File: config.mk
export PLATFORM = sky130hd
export DESIGN_NAME = sync_serial_xcvr
export DESIGN_NICKNAME = d
export VERILOG_FILES = /design/src/rtl/ssx_pkg.sv /design/src/rtl/ssx_bitclk.sv /design/src/rtl/ssx_tx.sv /design/src/rtl/ssx_rx.sv /design/src/rtl/sync_serial_xcvr.sv
export SDC_FILE = /design/constraint.sdc
export NUM_CORES = 1
export LEC_CHECK = 0
export ABC_AREA = 1
export BUFFER_PORTS_ARGS = -buffer_cell sky130_fd_sc_hd__buf_2
export CAP_MARGIN = 15
export CORE_MARGIN = 2
export CORE_UTILIZATION = 50
export DETAILED_ROUTE_END_ITERATION = 8
export PLACE_DENSITY_LB_ADDON = 0.08
export RECOVER_POWER = 100
export SKIP_CTS_REPAIR_TIMING = 1
export SLEW_MARGIN = 20
export SYNTH_ARGS = -nofsm -noshare
export SYNTH_HDL_FRONTEND = slang
export SYNTH_SLANG_ARGS = --single-unit
export TNS_END_PERCENT = 1
File: constraint.sdc
create_clock -name clk_i -period 2.3 [get_ports clk_i]
set_input_delay 0.115 -clock clk_i [delete_from_list [all_inputs] [get_ports clk_i]]
set_output_delay 0.115 -clock clk_i [all_outputs]
set_load 0.01 [all_outputs]
File: src/rtl/ssx_pkg.sv
package ssx_pkg;
  localparam int WORD_W = 16;
  localparam int LEN_W  = 5;

  typedef enum logic {ST_IDLE, ST_DATA} ser_st_e;

  function automatic logic [LEN_W-1:0] pkt_len(input logic [1:0] sel);
    case (sel)
      2'd0:    return LEN_W'(8);
      2'd1:    return LEN_W'(10);
      2'd2:    return LEN_W'(12);
      default: return LEN_W'(16);
    endcase
  endfunction

  // place the packet MSB at the top of the shifter
  function automatic logic [WORD_W-1:0] left_align(input logic [WORD_W-1:0] w,
                                                   input logic [1:0] sel);
    case (sel)
      2'd0:    return {w[7:0], 8'h00};
      2'd1:    return {w[9:0], 6'h00};
      2'd2:    return {w[11:0], 4'h0};
      default: return w;
    endcase
  endfunction
endpackage

File: src/rtl/ssx_bitclk.sv
module ssx_bitclk #(
  parameter int DIV_W  = 8,
  parameter int SYNC_N = 2
) (
  input  logic             clk_i,
  input  logic             rst_ni,
  input  logic             ext_sel_i,
  input  logic             clk_pol_i,
  input  logic [DIV_W-1:0] div_i,
  input  logic             sclk_ext_i,
  output logic             launch_o,
  output logic             sample_o,
  output logic             sclk_o
);
  localparam int SR_W = SYNC_N + 1;

  logic [DIV_W-1:0] cnt_q;
  logic [DIV_W:0]   per, half, cnt_x;
  logic [SR_W-1:0]  sync_q;
  logic             lvl_now, lvl_prev, int_launch, int_sample;

  assign per   = {1'b0, div_i} + 1'b1;
  assign half  = per >> 1;
  assign cnt_x = {1'b0, cnt_q};

  always_ff @(posedge clk_i or negedge rst_ni) begin
    if (!rst_ni) begin
      cnt_q  <= '0;
      sync_q <= '0;
    end else begin
      cnt_q  <= (cnt_q >= div_i) ? '0 : cnt_q + 1'b1;
      sync_q <= {sync_q[SR_W-2:0], sclk_ext_i};
    end
  end

  assign int_launch = (cnt_q == '0);
  assign int_sample = (cnt_x == half);
  assign lvl_now    = sync_q[SR_W-2] ^ clk_pol_i;
  assign lvl_prev   = sync_q[SR_W-1] ^ clk_pol_i;

  assign launch_o = ext_sel_i ? (lvl_now & ~lvl_prev) : int_launch;
  assign sample_o = ext_sel_i ? (~lvl_now & lvl_prev) : int_sample;
  assign sclk_o   = ((div_i != '0) && (cnt_x < half)) ^ clk_pol_i;
endmodule

File: src/rtl/ssx_tx.sv
module ssx_tx
  import ssx_pkg::*;
(
  input  logic              clk_i,
  input  logic              rst_ni,
  input  logic              launch_i,
  input  logic [1:0]        len_sel_i,
  input  logic              cont_i,
  input  logic              fs_pol_i,
  input  logic [WORD_W-1:0] tx_data_i,
  input  logic              tx_valid_i,
  output logic              tx_ready_o,
  output logic              sdata_o,
  output logic              fsync_o,
  output logic              tx_evt_o,
  output logic              tx_urun_o
);
  ser_st_e           st_q;
  logic [WORD_W-1:0] hold_q, sh_q, aligned;
  logic [LEN_W-1:0]  left_q, len;
  logic              hold_full_q, sd_q, fs_q, evt_q, urun_q;
  logic              done, load, cont_load, pulse_load;

  assign len        = pkt_len(len_sel_i);
  assign aligned    = left_align(hold_q, len_sel_i);
  assign done       = (st_q == ST_DATA) && (left_q == '0);
  assign load       = launch_i && hold_full_q && ((st_q == ST_IDLE) || done);
  assign cont_load  = load && done && cont_i;
  assign pulse_load = load && !cont_load;

  always_ff @(posedge clk_i or negedge rst_ni) begin
    if (!rst_ni) begin
      st_q        <= ST_IDLE;
      hold_q      <= '0;
      hold_full_q <= 1'b0;
      sh_q        <= '0;
      left_q      <= '0;
      sd_q        <= 1'b0;
      fs_q        <= 1'b0;
      evt_q       <= 1'b0;
      urun_q      <= 1'b0;
    end else begin
      if (tx_valid_i && !hold_full_q) begin
        hold_q      <= tx_data_i;
        hold_full_q <= 1'b1;
      end else if (load) begin
        hold_full_q <= 1'b0;
      end
      evt_q  <= load;
      urun_q <= launch_i && done && cont_i && !hold_full_q;
      if (launch_i) begin
        fs_q <= pulse_load;
        if (cont_load) begin
          sd_q   <= aligned[WORD_W-1];
          sh_q   <= {aligned[WORD_W-2:0], 1'b0};
          left_q <= len - 1'b1;
          st_q   <= ST_DATA;
        end else if (pulse_load) begin
          sd_q   <= 1'b0;
          sh_q   <= aligned;
          left_q <= len;
          st_q   <= ST_DATA;
        end else if ((st_q == ST_DATA) && !done) begin
          sd_q   <= sh_q[WORD_W-1];
          sh_q   <= {sh_q[WORD_W-2:0], 1'b0};
          left_q <= left_q - 1'b1;
        end else begin
          sd_q <= 1'b0;
          st_q <= ST_IDLE;
        end
      end
    end
  end

  assign tx_ready_o = !hold_full_q;
  assign sdata_o    = sd_q;
  assign fsync_o    = fs_q ^ fs_pol_i;
  assign tx_evt_o   = evt_q;
  assign tx_urun_o  = urun_q;
endmodule

File: src/rtl/ssx_rx.sv
module ssx_rx
  import ssx_pkg::*;
(
  input  logic              clk_i,
  input  logic              rst_ni,
  input  logic              sample_i,
  input  logic [1:0]        len_sel_i,
  input  logic              cont_i,
  input  logic              fs_pol_i,
  input  logic              sdata_i,
  input  logic              fsync_i,
  output logic [WORD_W-1:0] rx_data_o,
  output logic              rx_valid_o,
  input  logic              rx_ready_i,
  output logic              rx_evt_o
);
  ser_st_e           st_q;
  logic [WORD_W-2:0] sh_q;
  logic [WORD_W-1:0] data_q;
  logic [LEN_W-1:0]  left_q, len;
  logic              fs_act, word_done, valid_q, evt_q;

  assign len       = pkt_len(len_sel_i);
  assign fs_act    = fsync_i ^ fs_pol_i;
  assign word_done = sample_i && !fs_act && (st_q == ST_DATA) && (left_q == LEN_W'(1));

  always_ff @(posedge clk_i or negedge rst_ni) begin
    if (!rst_ni) begin
      st_q    <= ST_IDLE;
      sh_q    <= '0;
      left_q  <= '0;
      data_q  <= '0;
      valid_q <= 1'b0;
      evt_q   <= 1'b0;
    end else begin
      evt_q <= word_done;
      if (word_done) begin
        data_q  <= {sh_q, sdata_i};
        valid_q <= 1'b1;
      end else if (rx_ready_i) begin
        valid_q <= 1'b0;
      end
      if (sample_i) begin
        if (fs_act) begin
          st_q   <= ST_DATA;
          left_q <= len;
          sh_q   <= '0;
        end else if (st_q == ST_DATA) begin
          if (word_done) begin
            sh_q   <= '0;
            left_q <= len;
            if (!cont_i) st_q <= ST_IDLE;
          end else begin
            sh_q   <= {sh_q[WORD_W-3:0], sdata_i};
            left_q <= left_q - 1'b1;
          end
        end
      end
    end
  end

  assign rx_data_o  = data_q;
  assign rx_valid_o = valid_q;
  assign rx_evt_o   = evt_q;
endmodule

File: src/rtl/sync_serial_xcvr.sv
module sync_serial_xcvr
  import ssx_pkg::*;
#(
  parameter int DIV_W = 8
) (
  input  logic              clk_i,
  input  logic              rst_ni,
  input  logic [1:0]        len_sel_i,
  input  logic              cont_i,
  input  logic              fs_pol_i,
  input  logic              clk_pol_i,
  input  logic              ext_clk_i,
  input  logic [DIV_W-1:0]  div_i,
  input  logic              sclk_ext_i,
  input  logic [WORD_W-1:0] tx_data_i,
  input  logic              tx_valid_i,
  output logic              tx_ready_o,
  output logic [WORD_W-1:0] rx_data_o,
  output logic              rx_valid_o,
  input  logic              rx_ready_i,
  output logic              sclk_o,
  output logic              sdata_o,
  output logic              fsync_o,
  input  logic              sdata_i,
  input  logic              fsync_i,
  output logic              tx_evt_o,
  output logic              rx_evt_o,
  output logic              tx_urun_o
);
  logic launch, sample;

  ssx_bitclk #(.DIV_W(DIV_W), .SYNC_N(2)) u_bitclk (
    .clk_i, .rst_ni,
    .ext_sel_i (ext_clk_i),
    .clk_pol_i, .div_i, .sclk_ext_i,
    .launch_o  (launch),
    .sample_o  (sample),
    .sclk_o
  );

  ssx_tx u_tx (
    .clk_i, .rst_ni,
    .launch_i (launch),
    .len_sel_i, .cont_i, .fs_pol_i,
    .tx_data_i, .tx_valid_i, .tx_ready_o,
    .sdata_o, .fsync_o, .tx_evt_o, .tx_urun_o
  );

  ssx_rx u_rx (
    .clk_i, .rst_ni,
    .sample_i (sample),
    .len_sel_i, .cont_i, .fs_pol_i,
    .sdata_i, .fsync_i,
    .rx_data_o, .rx_valid_o, .rx_ready_i, .rx_evt_o
  );
endmodule

; Word level (Yosys, flattened, before mapping)
; Index checks and enable logic that the tools add are counted.
; Widths: inputs -> output; s select.
[totals]
ramBits = 0
wordCells = 101
mem_bits_ro = 0
regBits = 93
output_inout_bits = 24
latch_bits = 0
mem_count = 0
[classes]
reduce_logical = 31
n_shift = 0
muxes = 31
div = 0
multipliers = 0
n_eq_ne = 5
magnitude_cmp = 2
addsub = 5
bitwise_logic = 10
[ops]
columns = cell, count
row1 = $mux 16, 3
row2 = $pmux 16 s3, 1
row3 = $mux 15, 3
row4 = $mux 5, 6
row5 = $mux 1, 16
row6 = $logic_and 1x1->1, 15
row7 = $pmux 5 s3, 1
row8 = $sub 5x1->5 const B, 3
row9 = $add 8x1->9 const B, 1
row10 = $add 8x1->8 const B, 1
row11 = $eq 8x8->1, 1
row12 = $ge 8x8->1, 1
row13 = $logic_not 8->1, 1
row14 = $lt 8x8->1, 1
row15 = $mux 8, 1
row16 = $reduce_bool 8->1, 1
row17 = $reduce_and 2->1, 3
row18 = $reduce_bool 2->1, 3
row19 = $eq 5x1->1 const B, 1
row20 = $logic_not 5->1, 1
row21 = $xor 1x1->1, 5
row22 = $logic_not 1->1, 4
row23 = $ne 3x1->1 const B, 1
row24 = $not 1->1, 3
row25 = other kinds (6), 7

; Longest topological paths before layout
; Gate-level depths: netlist of the first run.
[depth]
ltp_word = 12
mapped_depth = 16
depth_no_buf = 16

; Modules after synthesis
; Synthesis of the first run repeated with hierarchy kept, for this count alone.
[hier_totals]
hier_cells = 734
hier_area_um2 = 5708.0
[modules_own_cells]
columns = module, cells_per_inst, area_per_inst_um2, seq_area_each_um2, instances
row1 = ssx_tx, 377, 2836.5, 1076.0, 1
row2 = ssx_rx, 208, 1779.2, 975.9, 1
row3 = ssx_bitclk, 149, 1092.3, 275.3, 1

; Least setup slack after synthesis of the first run
; No wires, ideal clock.
[synth_timing]
kind = input to register
from = input div_i[2]
to = register u_rx.data_q[10] (netlist: u_rx.rx_data_o[10])
setup_slack_ns = 0.108
arrival_ns = 2.074
path_stages = 15
path_buffers = 1
path_cell_list = inv_1 > nor3_1 > nand2_1 > nor2_1 > nand3_1 > xor2_1 > ha_1 > nand2_1 > nor2_1 > nand3_1 > nand2_1 > nand4_1 > clkbuf_1 > a21oi_1 > inv_1
[synth_between]
elab_chain_len = 6
[synth_rtl]
columns = element, line
row1 = from (decl), sync_serial_xcvr.sv:13  ; input logic [DIV_W-1:0] div_i,
row2 = $add 8x1->9, ssx_bitclk.sv:22  ; assign per = {1'b0, div_i} + 1'b1;
row3 = $eq 8x8->1, ssx_bitclk.sv:37  ; assign int_sample = (cnt_x == half);
row4 = $mux 1, ssx_bitclk.sv:42  ; assign sample_o = ext_sel_i ? (~lvl_now & lvl_prev) : int_sample;
row5 = $logic_and 1x1->1 (3 in series), ssx_rx.sv:25  ; assign word_done = sample_i && !fs_act && (st_q == ST_DATA) && (left_q == LEN_W'(1));
row6 = to (signal assigned), ssx_rx.sv:38  ; data_q <= {sh_q, sdata_i};
row7 = to (decl), ssx_rx.sv:19  ; logic [WORD_W-1:0] data_q;
; Every way passes these cells.
; A chain may end at the register's enable or synchronous reset.

; Worst setup path after layout of the first run
[layout_timing]
from = register u_bitclk.cnt_q[0]
to = register u_tx.left_q[3]
[layout_between]
elab_chain_len = 10
elab_cells_between_ends = 12
[layout_rtl]
columns = element, line
row1 = from (decl), ssx_bitclk.sv:17  ; logic [DIV_W-1:0] cnt_q;
row2 = from (signal assigned), ssx_bitclk.sv:31  ; cnt_q <= (cnt_q >= div_i) ? '0 : cnt_q + 1'b1;
row3 = $logic_not 8->1 *, ssx_bitclk.sv:36  ; assign int_launch = (cnt_q == '0);
row4 = $mux 1 *, ssx_bitclk.sv:41  ; assign launch_o = ext_sel_i ? (lvl_now & ~lvl_prev) : int_launch;
row5 = $logic_and 1x1->1 (2 in series), ssx_tx.sv:27  ; assign load = launch_i && hold_full_q && ((st_q == ST_IDLE) || done);
row6 = $logic_and 1x1->1 (2 in series), ssx_tx.sv:28  ; assign cont_load = load && done && cont_i;
row7 = $logic_not 1->1, ssx_tx.sv:29  ; assign pulse_load = load && !cont_load;
row8 = $logic_and 1x1->1, ssx_tx.sv:29
row9 = $reduce_bool 3->1 (no source line) or $mux 5 (tied branches), n/a
row10 = $reduce_and 2->1 (no source line) or $mux 5 (tied branches), n/a
row11 = to (signal assigned), ssx_tx.sv:56  ; left_q <= len - 1'b1;
row12 = to (signal assigned), ssx_tx.sv:61  ; left_q <= len;
row13 = to (signal assigned), ssx_tx.sv:66  ; left_q <= left_q - 1'b1;
row14 = to (decl), ssx_tx.sv:20  ; logic [LEN_W-1:0] left_q, len;
; Mark *: on every way between the ends. The rest lies on a longest branch, timed or not.

==> results by group, run 1 <==
Power
  • Clock power share: 0.168
  • VDD IR max: 0.0005966 V
  • Power Density: 967.3 nW/um^2
  • Lkg Pwr: 3.070 nW
  • Sequential power share: 0.449
  • Fraction of power consumed by combinational cells: 0.383
  • Switch Pwr: 2.297 mW
  • Sw frac: 0.3956
  • Total Power: 5.806 mW
  • P_int: 3.509 mW

Die
  • Core ar.: 10180 sq um
  • Row count: 37
  • Die area: 11160 sq um
  • Die H: 105.7 um
  • I/O pin count: 61
  • Die span in x: 105.7 um
  • Initial Util: 0.5072

Clocking
  • CTS tree: built
  • Num CTS Buffers: 9
  • Worst skew pair latency: 0.36 ns
  • CTS sink cnt: 93
  • Clock Pin Slew Worst Setup and Hold Paths: 0.09 ns
  • CTS max path bufs: 2
  • Maximum level of the CTS H-tree: 3
  • Root buf cell: clkbuf_8

Placed design
  • Hpwl dp: 8.342 mm
  • Final GP Congestion: 0.8677
  • Cells after DPL: 828
  • Worst slack at placement: -0.1974 ns
  • Port Buf Inserts: 60
  • Placed Area: 5742 sq um

Synthesis
  • Synthesized net count: 696
  • Synth Instances: 629
  • Top cell type's share of synthesized area: 0.4505
  • Warnings, synthesis: 0
  • Synthesized area per cell: 8.213 sq um
  • Synth Cell Area: 5166 sq um
  • Synthesis-stage register bit count: 93
  • Synth top area cells: dfrtp_1 45%, ha_1 7.3%, inv_1 7.2%
  • Leading area contributor after synthesis: dfrtp_1
  • Seq/Total Area, Yosys: 0.4505
  • Synth unique cells: 37

Worst setup path
  • Worst R2R Path Depth: 12
  • WP data arrival: 2.39 ns
  • WP data required: 2.56 ns
  • CP Launch Type: register
  • Max Fanout on Critical Path: 7
  • Worst R2R Setup Slack: 0.17 ns
  • Launching point of the worst reg2reg path: u_bitclk.cnt_q[0]
  • CP Class: reg2reg
  • CP Capture Type: register
  • Worst R2R End: u_tx.left_q[3]

Global route
  • Met1 Use GR: 0.2869
  • GR Util met2: 0.3687
  • Pin count of the biggest net entering global routing: 94
  • First-pass GRT wire length: 19.85 mm
  • Vias in the first global route: 4311
  • Congestion Overflow GR: 0
  • GR peak layer: met2
  • Met3 Use GR: 0.04267
  • Initial antenna violation count: 0
  • GRT Resource Usage Total: 0.2201

STA
  • Clk_skew: 0.009205 ns
  • Final WS setup: 0.1707 ns
  • Final slew viol count: 0
  • RSZ-0062 raised after global routing: true
  • Setup Viol. Count Final: 0
  • Final Cycle Share: 0.9258
  • Rel. slew slack: 0.1398
  • Final Hold Vio Count: 3
  • Slew @ Worst Pin: 1.290 ns
  • Fin crit period: 2.129 ns
  • Worst Hold Slack: -0.003122 ns
  • Setup TNS: 0 ns
  • FMAX: 469.6 MHz

Min path
  • Hold-critical path endpoint: u_tx.hold_q[8]
  • HP Class: in2reg
  • HP Start: tx_data_i[8]
  • Hold path depth: 3

Final layout
  • Fin area: 6002 sq um
  • Area grow syn2layout: 16.18%
  • Final net count: 783
  • Share of cells above drive strength 1: 0.1373
  • # fillers: 984
  • Finished Core Util: 0.5893
  • Multi-input combinational cell area: 2349 sq um
  • Post-Layout Cell Count: 857
  • Seq. cell area: 2327 sq um
  • Ant. Diodes: 0

Drt
  • Wire length per cell: 13.62 um
  • DRC viols: 0
  • DRT iter0 DRCs: 179
  • Routed vias/inst: 5.137
  • Drt first pass iters: 5
  • Via count: 4402
  • Final ANT Viol Nets: 0
  • Total Wirelength: 11.67 mm

Outcome
  • Failing checks: negative hold slack
  • Status: finished with violations

Job
  • Max cap viols: 0
-- final cells by class --
class	instances	share of cell area
Clock buffer	10	0.02126
Timing Repair Buffer	97	0.1009
Multi-Input combinational cell	413	0.3913
Clock inverter	6	0.006462
Sequential cell	93	0.3877
Inverter	102	0.06400
Tap cell	136	0.02835
-- cell families after synthesis --
group | after synthesis | share of synthesized area
simple gates | 229 | 0.1952
compound gates | 129 | 0.1376
buf+inv | 123 | 0.09639
flops | 93 | 0.4505
fa+ha+maj | 30 | 0.07266
xor+xnor | 17 | 0.03028
mux | 8 | 0.01744
-- worst max-delay path, stage by stage (launching register included) --
cell     delay [ns]
dfrtp_1        0.40
inv_1          0.14
ha_1           0.20
nand2_1        0.06
nor2_1         0.12
nand2_1        0.11
o21ai_4        0.15
nand4_1        0.32
buf_4          0.27
nand2_1        0.06
nand3_1        0.07
nand2_1        0.07
nor2_1         0.04
-- power groups by stage --
stage	Clock, mW	Combinational (mW)	Sequential [mW]
CTS	1.01	2.24	2.60
finish	0.977	2.22	2.60
global route	1.08	2.57	2.68
global placement	0	2.16	2.62
floorplan	0	1.65	2.55
detailed placement	0	2.23	2.63
-- routing by layer --
metal	share of wire	up-vias	routed length (um)
met1	0.46	2065	5331
met2	0.48	91	5621
met3	0.043	15	506
li1	-	2231	-
met5	0	-	0
met4	0.018	0	211
-- cell usage after synthesis, drive strengths merged --
master / n
a21oi: 57
a22oi: 1
a31oi: 1
a32oi: 1
buf: 17
clkbuf: 4
dfrtp: 93
ha: 30
inv: 102
mux2: 8
nand2: 100
nand3: 44
nand4: 8
nor2: 62
nor3: 7
nor3b: 2
nor4: 1
o2111ai: 1
o211ai: 1
o21a: 1
o21ai: 40
o221ai: 2
o22ai: 24
or2: 5
xnor2: 3
xor2: 14
-- state kept, by name, summed over array words and instances, names as in the netlist --
register          cells
u_tx.hold_full_q      1
u_tx.sdata_o          1
u_tx.st_q             1
u_tx.hold_q          16
u_rx.sh_q            15
u_tx.sh_q            16
u_tx.left_q           5
u_rx.st_q             1
u_tx.tx_urun_o        1
u_tx.fs_q             1
u_bitclk.sync_q       3
u_rx.rx_data_o       16
u_rx.rx_valid_o       1
u_rx.left_q           5
u_rx.rx_evt_o         1
u_bitclk.cnt_q        8
u_tx.tx_evt_o         1
-- worst max path at each step --
| stage | to | slack (ns) | start | cells after the start |
|---|---|---|---|---|
| finish | u_tx.left_q[3] | 0.17 | u_bitclk.cnt_q[0] | 12 |
| global route | u_tx.left_q[3] | -0.01 | u_bitclk.cnt_q[0] | 12 |
| CTS | u_rx.rx_data_o[12] | 0.20 | div_i[2] | 16 |
| detailed placement | u_rx.rx_data_o[12] | -0.20 | div_i[2] | 16 |
| global placement | u_rx.rx_data_o[3] | -0.07 | div_i[2] | 16 |
| floorplan | u_rx.rx_data_o[10] | 0.11 | div_i[2] | 15 |
-- placed cells by master, fill, tap and decap left out, drive strengths merged --
cell           n
a21oi         57
a22oi          1
a31oi          1
a32oi          1
buf           58
clkbuf        36
clkinv         4
clkinvlp       2
dfrtp         93
dlygate4sd3   13
ha            30
inv          102
mux2           8
nand2        100
nand3         44
nand4          8
nor2          62
nor3           7
nor3b          2
nor4           1
o2111ai        1
o211ai         1
o21a           1
o21ai         40
o221ai         2
o22ai         24
or2            5
xnor2          3
xor2          14
Note: power is estimated with default switching activity, not from simulation.
==> inputs of run 2 (changes only) <==
ABC_AREA = 0   (was 1)
==> results by group, run 2 <==
Clocking
  • Maximum level of the CTS H-tree: 3 (unchanged)
  • CTS tree: built (unchanged)
  • Worst skew pair latency: 0.36 ns (about the same)
  • CTS max path bufs: 2 (unchanged)
  • Clock Pin Slew Worst Setup and Hold Paths: 0.10 ns (was 0.09 ns)
  • Root buf cell: clkbuf_8 (unchanged)
  • CTS sink cnt: 93 (unchanged)
  • Num CTS Buffers: 9 (unchanged)

STA
  • Clk_skew: 0.01045 ns (was 0.009205 ns)
  • Setup Viol. Count Final: 0 (unchanged)
  • Rel. slew slack: 0.3023 (was 0.1398)
  • Final slew viol count: 0 (unchanged)
  • Setup TNS: 0 ns (unchanged)
  • Worst Hold Slack: -0.01219 ns (was -0.003122 ns)
  • RSZ-0062 raised after global routing: true (unchanged)
  • Final Hold Vio Count: 1 (was 3)
  • Slew @ Worst Pin: 1.047 ns (was 1.290 ns)
  • Final WS setup: 0.04127 ns (was 0.1707 ns)
  • FMAX: 442.7 MHz (was 469.6 MHz)
  • Fin crit period: 2.259 ns (was 2.129 ns)
  • Final Cycle Share: 0.9821 (was 0.9258)

Power
  • Sw frac: 0.3710 (was 0.3956)
  • P_int: 3.722 mW (was 3.509 mW)
  • Lkg Pwr: 2.867 nW (was 3.070 nW)
  • Switch Pwr: 2.196 mW (was 2.297 mW)
  • Sequential power share: 0.432 (was 0.449)
  • Fraction of power consumed by combinational cells: 0.367 (was 0.383)
  • Total Power: 5.917 mW (was 5.806 mW)
  • Clock power share: 0.201 (was 0.168)
  • VDD IR max: 0.0005540 V (was 0.0005966 V)
  • Power Density: 950.8 nW/um^2 (was 967.3 nW/um^2)

Drt
  • Wire length per cell: 15.99 um (was 13.62 um)
  • DRC viols: 0 (unchanged)
  • Via count: 4128 (was 4402)
  • Drt first pass iters: 4 (was 5)
  • Routed vias/inst: 5.670 (was 5.137)
  • Wire length on met3: 451 um (was 506 um)
  • DRT met1 WL: 5.552 mm (was 5.331 mm)
  • Top Layer Used: met4 (unchanged)
  • Wire length on met2: 5.482 mm (was 5.621 mm)
  • Final ANT Viol Nets: 0 (unchanged)
  • Total Wirelength: 11.64 mm (was 11.67 mm)
  • DRT iter0 DRCs: 174 (was 179)

Final layout
  • Ant. Diodes: 0 (unchanged)
  • Area grow syn2layout: 23.49% (was 16.18%)
  • Finished Core Util: 0.6367 (was 0.5893)
  • # fillers: 840 (was 984)
  • Commonest non-fill, non-tap cell in the layout: dfrtp_1 (was inv_1)
  • Share of cells above drive strength 1: 0.2504 (was 0.1373)
  • Final net count: 657 (was 783)
  • Most frequent cells in the layout: 91 x dfrtp_1, 36 x buf_2, 32 x mux2_2, 32 x buf_4, 28 x nand2_1 (was 99 x inv_1, 97 x nand2_1, 93 x dfrtp_1)

Die
  • I/O pin count: 61 (unchanged)
  • Core ar.: 9774 sq um (was 10180 sq um)
  • Initial Util: 0.5156 (was 0.5072)
  • Die area: 10900 sq um (was 11160 sq um)
  • Die H: 104.4 um (was 105.7 um)
  • Die span in x: 104.4 um (was 105.7 um)
  • Row count: 36 (was 37)

Placed design
  • Port Buf Inserts: 60 (unchanged)
  • Hpwl dp: 8.269 mm (was 8.342 mm)
  • Final GP Congestion: 0.8392 (was 0.8677)
  • Worst slack at placement: -0.1386 ns (was -0.1974 ns)

Worst setup path
  • Max Fanout on Critical Path: 5 (was 7)
  • CP max-delay cell: dfrtp_1 (unchanged)
  • WP data required: 2.18 ns (was 2.56 ns)
  • Worst Setup SP: u_bitclk.cnt_q[1] (was u_bitclk.cnt_q[0])
  • Crit-path cells: buf_6 -> ha_4 -> nor2b_4 -> o211ai_1 -> a21oi_2 -> nor4b_2 -> xor2_1 -> buf_2 (was inv_1 -> ha_1 -> nand2_1 -> nor2_1 -> nand2_1 -> o21ai_4 -> nand4_1 -> buf_4 -> nand2_1 -> nand3_1 -> nand2_1 -> nor2_1)
  • Launching point of the worst reg2reg path: u_tx.left_q[1] (was u_bitclk.cnt_q[0])
  • WP data arrival: 2.14 ns (was 2.39 ns)
  • CP Class: reg2out (was reg2reg)
  • CP Launch Type: register (unchanged)
  • Slowest cell delay on critical path: 0.41 ns (was 0.40 ns)
  • Worst Path Buf+Inv: 2 (unchanged)
  • CP Capture Type: output port (was register)
  • CP top delay family: simple AND/OR/NAND/NOR gates (unchanged)

Synthesis
  • Synth unique cells: 57 (was 37)
  • Synth Instances: 480 (was 629)
  • XOR/XNOR Fraction of Synth Area: 0.02954 (was 0.03027)
  • Asr flop ratio synth: 1.000 (unchanged)
  • Synth Area in Simple Gates: 0.1154 (was 0.1952)
  • Top cell type's share of synthesized area: 0.4618 (was 0.4505)
  • Area fraction in compound gates after synthesis: 0.1956 (was 0.1376)
  • Number of flops mapped to enable cells by yosys: 0 (unchanged)
  • Leading area contributor after synthesis: dfrtp_1 (unchanged)
  • Synth Cell Area: 5040 sq um (was 5166 sq um)
  • Seq/Total Area, Yosys: 0.4618 (was 0.4505)
  • Largest family of logic cells by synthesized area: compound AO/OA/AOI/OAI gates (was simple AND/OR/NAND/NOR gates)
  • Synth top area cells: dfrtp_1 46%, ha_1 7.4%, mux2_2 7.1% (was dfrtp_1 45%, ha_1 7.3%, inv_1 7.2%)
  • Synthesized net count: 547 (was 696)
  • Most frequent cells after synthesis: 93 x dfrtp_1, 32 x mux2_2, 30 x ha_1 (was 99 x inv_1, 98 x nand2_1, 93 x dfrtp_1)
  • Post-synthesis mux area share: 0.08565 (was 0.01744)
  • Adder-Cell Fraction of Synth Area: 0.07448 (was 0.07266)
  • Synthesized area per cell: 10.50 sq um (was 8.213 sq um)
  • Synthesis-stage register bit count: 93 (unchanged)
  • Synth Flop Type: dfrtp_1 (unchanged)
  • Warnings, synthesis: 0 (unchanged)
  • Most frequent cell after synthesis: dfrtp_1 (was inv_1)

Outcome
  • Status: finished with violations (unchanged)
  • Failing checks: negative hold slack (unchanged)

Global route
  • First-pass GRT wire length: 19.80 mm (was 19.85 mm)
  • Initial antenna violation count: 0 (unchanged)
  • Congestion Overflow GR: 0 (unchanged)
  • GRT Resource Usage Total: 0.2216 (was 0.2201)
  • Vias in the first global route: 4012 (was 4311)
  • Pin count of the biggest net entering global routing: 43 (was 94)

Min path
  • HP Class: in2reg (unchanged)
  • HP Start: tx_valid_i (was tx_data_i[8])

Job
  • Max cap viols: 0 (unchanged)
run 2: cell families (layout without fill, tap and decap cells):
family / Yosys count / in the layout
buffers and inverters: 48 / 163
and+or+nand+nor: 113 / 113
adders and majority gates: 30 / 30
muxes: 39 / 39
xor gates and xnor gates: 17 / 17
AOI/OAI and AO/OA: 140 / 140
DFF: 93 / 93
run 2: layout make-up:
type,instances,area [sq um],share of cell area
clock buffer,9,123.9,0.01990
clock inverter,7,90.09,0.01448
sequential,93,2330,0.3743
multi-input combinational,339,2600,0.4178
timing repair buffer,122,819.5,0.1317
tap,133,166.4,0.02674
inverter,25,93.84,0.01508
run 2: final timing paths:
path,endpoint,slack [ns],cells past startpoint
setup / recovery,sclk_o,0.04,8
hold / removal,u_tx.hold_full_q,-0.01,3
setup reg to reg,u_tx.left_q[2],0.12,8
hold reg to reg,u_bitclk.sync_q[1],0.36,0
max in group asynchronous,u_bitclk.cnt_q[3],0.60,3
min in group asynchronous,u_bitclk.cnt_q[6],0.44,2
run 2: metal layers:
layer / track usage / up-vias
met2: 0.3408 / 89
li1: - / 1977
met3: 0.03634 / 14
met4: 0.06853 / 0
met1: 0.3211 / 2048
met5: 0 / -
run 2: power by group through the flow:
| stage | registers [mW] | clock network (mW) | logic [mW] |
|---|---|---|---|
| floorplan | 2.43 | 0 | 1.44 |
| CTS | 2.54 | 1.22 | 2.03 |
| finish | 2.55 | 1.19 | 2.17 |
| global placement | 2.56 | 0 | 1.96 |
| global route | 2.62 | 1.30 | 2.44 |
| detailed placement | 2.57 | 0 | 2.02 |
run 2: metrics by stage:
stage / std cells / cell area, sq um
global placement: 688 / 5757
finish: 728 / 6223
CTS: 704 / 5971
detailed placement: 688 / 5757
global route: 728 / 6223
floorplan: 480 / 5074
run 2: tightest hold or removal path, cell delays in order:
cell and delay, ns:
buf_2 0.08, nor2_1 0.03, nor2_1 0.08
==> inputs of run 3 (changes only) <==
--- a/config.mk
+++ b/config.mk
@@ -9,4 +9,5 @@
 export BUFFER_PORTS_ARGS = -buffer_cell sky130_fd_sc_hd__buf_2
 export CAP_MARGIN = 15
+export CORE_ASPECT_RATIO = 1.2
 export CORE_MARGIN = 2
 export CORE_UTILIZATION = 50
@@ -19,3 +20,3 @@
 export SYNTH_HDL_FRONTEND = slang
 export SYNTH_SLANG_ARGS = --single-unit
-export TNS_END_PERCENT = 1
+export TNS_END_PERCENT = 10
==> constraint.sdc (replaced) <==
create_clock -name clk_i -period 2.3 [get_ports clk_i]
set_input_delay 0.115 -clock clk_i [delete_from_list [all_inputs] [get_ports clk_i]]
set_output_delay 0.115 -clock clk_i [all_outputs]
set_load 0.02 [all_outputs]
==> results by group, run 3 (synthesis results as in run 2) <==
Outcome
  • Status: finished with violations (unchanged)
  • Failing checks: negative hold slack, negative setup slack (was negative hold slack)

STA
  • Final slew viol count: 0 (unchanged)
  • Clk_skew: 0.01153 ns (was 0.01045 ns)
  • Final WS setup: -0.04132 ns (was 0.04127 ns)
  • Setup TNS: -0.04132 ns (was 0 ns)
  • Final Hold Vio Count: 3 (was 1)
  • Rel. slew slack: 0.3403 (was 0.3023)
  • Worst Hold Slack: -0.005021 ns (was -0.01219 ns)
  • RSZ-0062 raised after global routing: true (unchanged)
  • Fin crit period: 2.341 ns (was 2.259 ns)
  • FMAX: 427.1 MHz (was 442.7 MHz)
  • Slew @ Worst Pin: 0.9895 ns (was 1.047 ns)
  • Final Cycle Share: 1.018 (was 0.9821)
  • Setup Viol. Count Final: 1 (was 0)

Min path
  • HP Class: in2reg (unchanged)

Placed design
  • Hpwl dp: 8.609 mm (was 8.269 mm)
  • Port Buf Inserts: 60 (unchanged)
  • Final GP Congestion: 0.8982 (was 0.8392)

Clocking
  • CTS sink cnt: 93 (unchanged)
  • CTS max path bufs: 2 (unchanged)
  • Root buf cell: clkbuf_16 (was clkbuf_8)
  • Num CTS Buffers: 9 (unchanged)
  • CTS tree: built (unchanged)
  • Maximum level of the CTS H-tree: 3 (unchanged)
  • Worst skew pair latency: 0.35 ns (was 0.36 ns)
  • Clock Pin Slew Worst Setup and Hold Paths: 0.07 ns (was 0.10 ns)

Drt
  • DRT iter0 DRCs: 176 (was 174)
  • Routed vias/inst: 5.664 (was 5.670)
  • DRC viols: 0 (unchanged)
  • Via count: 4084 (was 4128)
  • Wire length per cell: 16.70 um (was 15.99 um)
  • Drt first pass iters: 5 (was 4)
  • Final ANT Viol Nets: 0 (unchanged)
  • Total Wirelength: 12.04 mm (was 11.64 mm)

Final layout
  • Multi-input combinational cell area: 2665 sq um (was 2600 sq um)
  • Seq. cell area: 2330 sq um (unchanged)
  • # fillers: 809 (was 840)
  • Most frequent cells in the layout: 91 x dfrtp_1, 45 x buf_4, 34 x buf_2 (was 91 x dfrtp_1, 36 x buf_2, 32 x mux2_2, 32 x buf_4, 28 x nand2_1)
  • Finished Core Util: 0.6407 (was 0.6367)
  • Share of cells above drive strength 1: 0.2773 (was 0.2504)
  • Area grow syn2layout: 25.97% (was 23.49%)
  • Final net count: 657 (unchanged)
  • Ant. Diodes: 0 (unchanged)
  • Commonest non-fill, non-tap cell in the layout: dfrtp_1 (unchanged)

Worst setup path
  • CP top delay family: buffers and inverters (was simple AND/OR/NAND/NOR gates)
  • Crit-path cells: buf_6 -> ha_4 -> nor2b_4 -> o211ai_1 -> a21oi_1 -> nor4b_2 -> buf_4 -> xor2_1 -> buf_4 (was buf_6 -> ha_4 -> nor2b_4 -> o211ai_1 -> a21oi_2 -> nor4b_2 -> xor2_1 -> buf_2)
  • Slowest cell delay on critical path: 0.40 ns (was 0.41 ns)
  • CP Capture Type: output port (unchanged)
  • CP Launch Type: register (unchanged)
  • WP data arrival: 2.23 ns (was 2.14 ns)
  • Max Fanout on Critical Path: 3 (was 5)
  • Worst Path Buf+Inv: 3 (was 2)
  • CP max-delay cell: dfrtp_1 (unchanged)
  • CP Class: reg2out (unchanged)
  • WP data required: 2.18 ns (about the same)
  • Most common cell on crit path: buf_4

Global route
  • Initial antenna violation count: 0 (unchanged)
  • Pin count of the biggest net entering global routing: 54 (was 43)
  • Congestion Overflow GR: 0 (unchanged)
  • GRT Resource Usage Total: 0.2279 (was 0.2216)
  • First-pass GRT wire length: 19.35 mm (was 19.80 mm)
  • Vias in the first global route: 4179 (was 4012)

Job
  • Max cap viols: 0 (unchanged)

Die
  • Row count: 40 (was 36)
  • I/O pin count: 61 (unchanged)
  • Die H: 114.0 um (was 104.4 um)
  • Initial Util: 0.5086 (was 0.5156)
  • Die area: 10900 sq um (about the same)
  • Die span in x: 95.65 um (was 104.4 um)
  • Core ar.: 9910 sq um (was 9774 sq um)

Power
  • Lkg Pwr: 2.913 nW (was 2.867 nW)
  • Power Density: 994.8 nW/um^2 (was 950.8 nW/um^2)
  • VDD IR max: 0.0005477 V (was 0.0005540 V)
run 3: cell count changes in the layout (fill, tap and decap cells not counted), moves of 3 or more:
cell | previous run | this run
ha_4 | 1 | 4
clkbuf_16 | 0 | 9
inv_1 | 24 | 20
inv_2 | 1 | 4
dlygate4sd3_1 | 20 | 14
buf_4 | 32 | 45
clkbuf_8 | 9 | 0
run 3: metal layers:
metal  routed length [um]  vias up  global-route usage
li1                     -     1984                   -
met1                 5027     2010              0.2737
met2                 6327       65              0.3972
met3                  371       25             0.04095
met4                  312        0             0.09524
met5                    0        -                   0
run 3: final timing paths:
path	startpoint	to	slack, ns	cells past startpoint
hold / removal	tx_valid_i	u_tx.hold_full_q	-0.005	3
hold reg to reg	u_bitclk.sync_q[0]	u_bitclk.sync_q[1]	0.35	0
setup reg to reg	u_tx.left_q[0]	u_tx.left_q[2]	0.08	8
min in group asynchronous	rst_ni	u_rx.rx_data_o[9]	0.45	2
max in group asynchronous	rst_ni	u_bitclk.cnt_q[5]	0.44	3
setup / recovery	u_bitclk.cnt_q[1]	sclk_o	-0.04	9
run 3: where the power goes:
group	switching [mW]	leakage, nW	total, mW	internal [mW]
Sequential	0.458	1.19	2.56	2.10
Clock	0.723	0.142	1.50	0.773
Combinational	1.14	1.58	2.26	1.13
run 3: worst min-delay path, delay by kind of cell:
family | cells | cell delay (ns)
and+or+nand+nor | 2 | 0.10
buffers and inverters | 1 | 0.08
run 3: final cells by class:
cell class / count / share of cell area
clock buffer: 9 / 0.03547
multi-input combinational: 339 / 0.4198
tap: 126 / 0.02483
timing repair buffer: 122 / 0.1250
inverter: 25 / 0.01596
sequential: 93 / 0.3670
clock inverter: 7 / 0.01202
run 3: per-stage QoR:
stage	cell area [sq um]	total power, mW	cells	setup slack [ns]
after floorplan	5117	3.930	480	-0.01673
after global placement	5793	4.576	684	-0.1537
after detailed placement	5793	4.669	684	-0.2094
after CTS	6095	6.194	700	-0.1902
after global routing	6349	6.768	721	-0.1345
final	6349	6.315	721	-0.04132
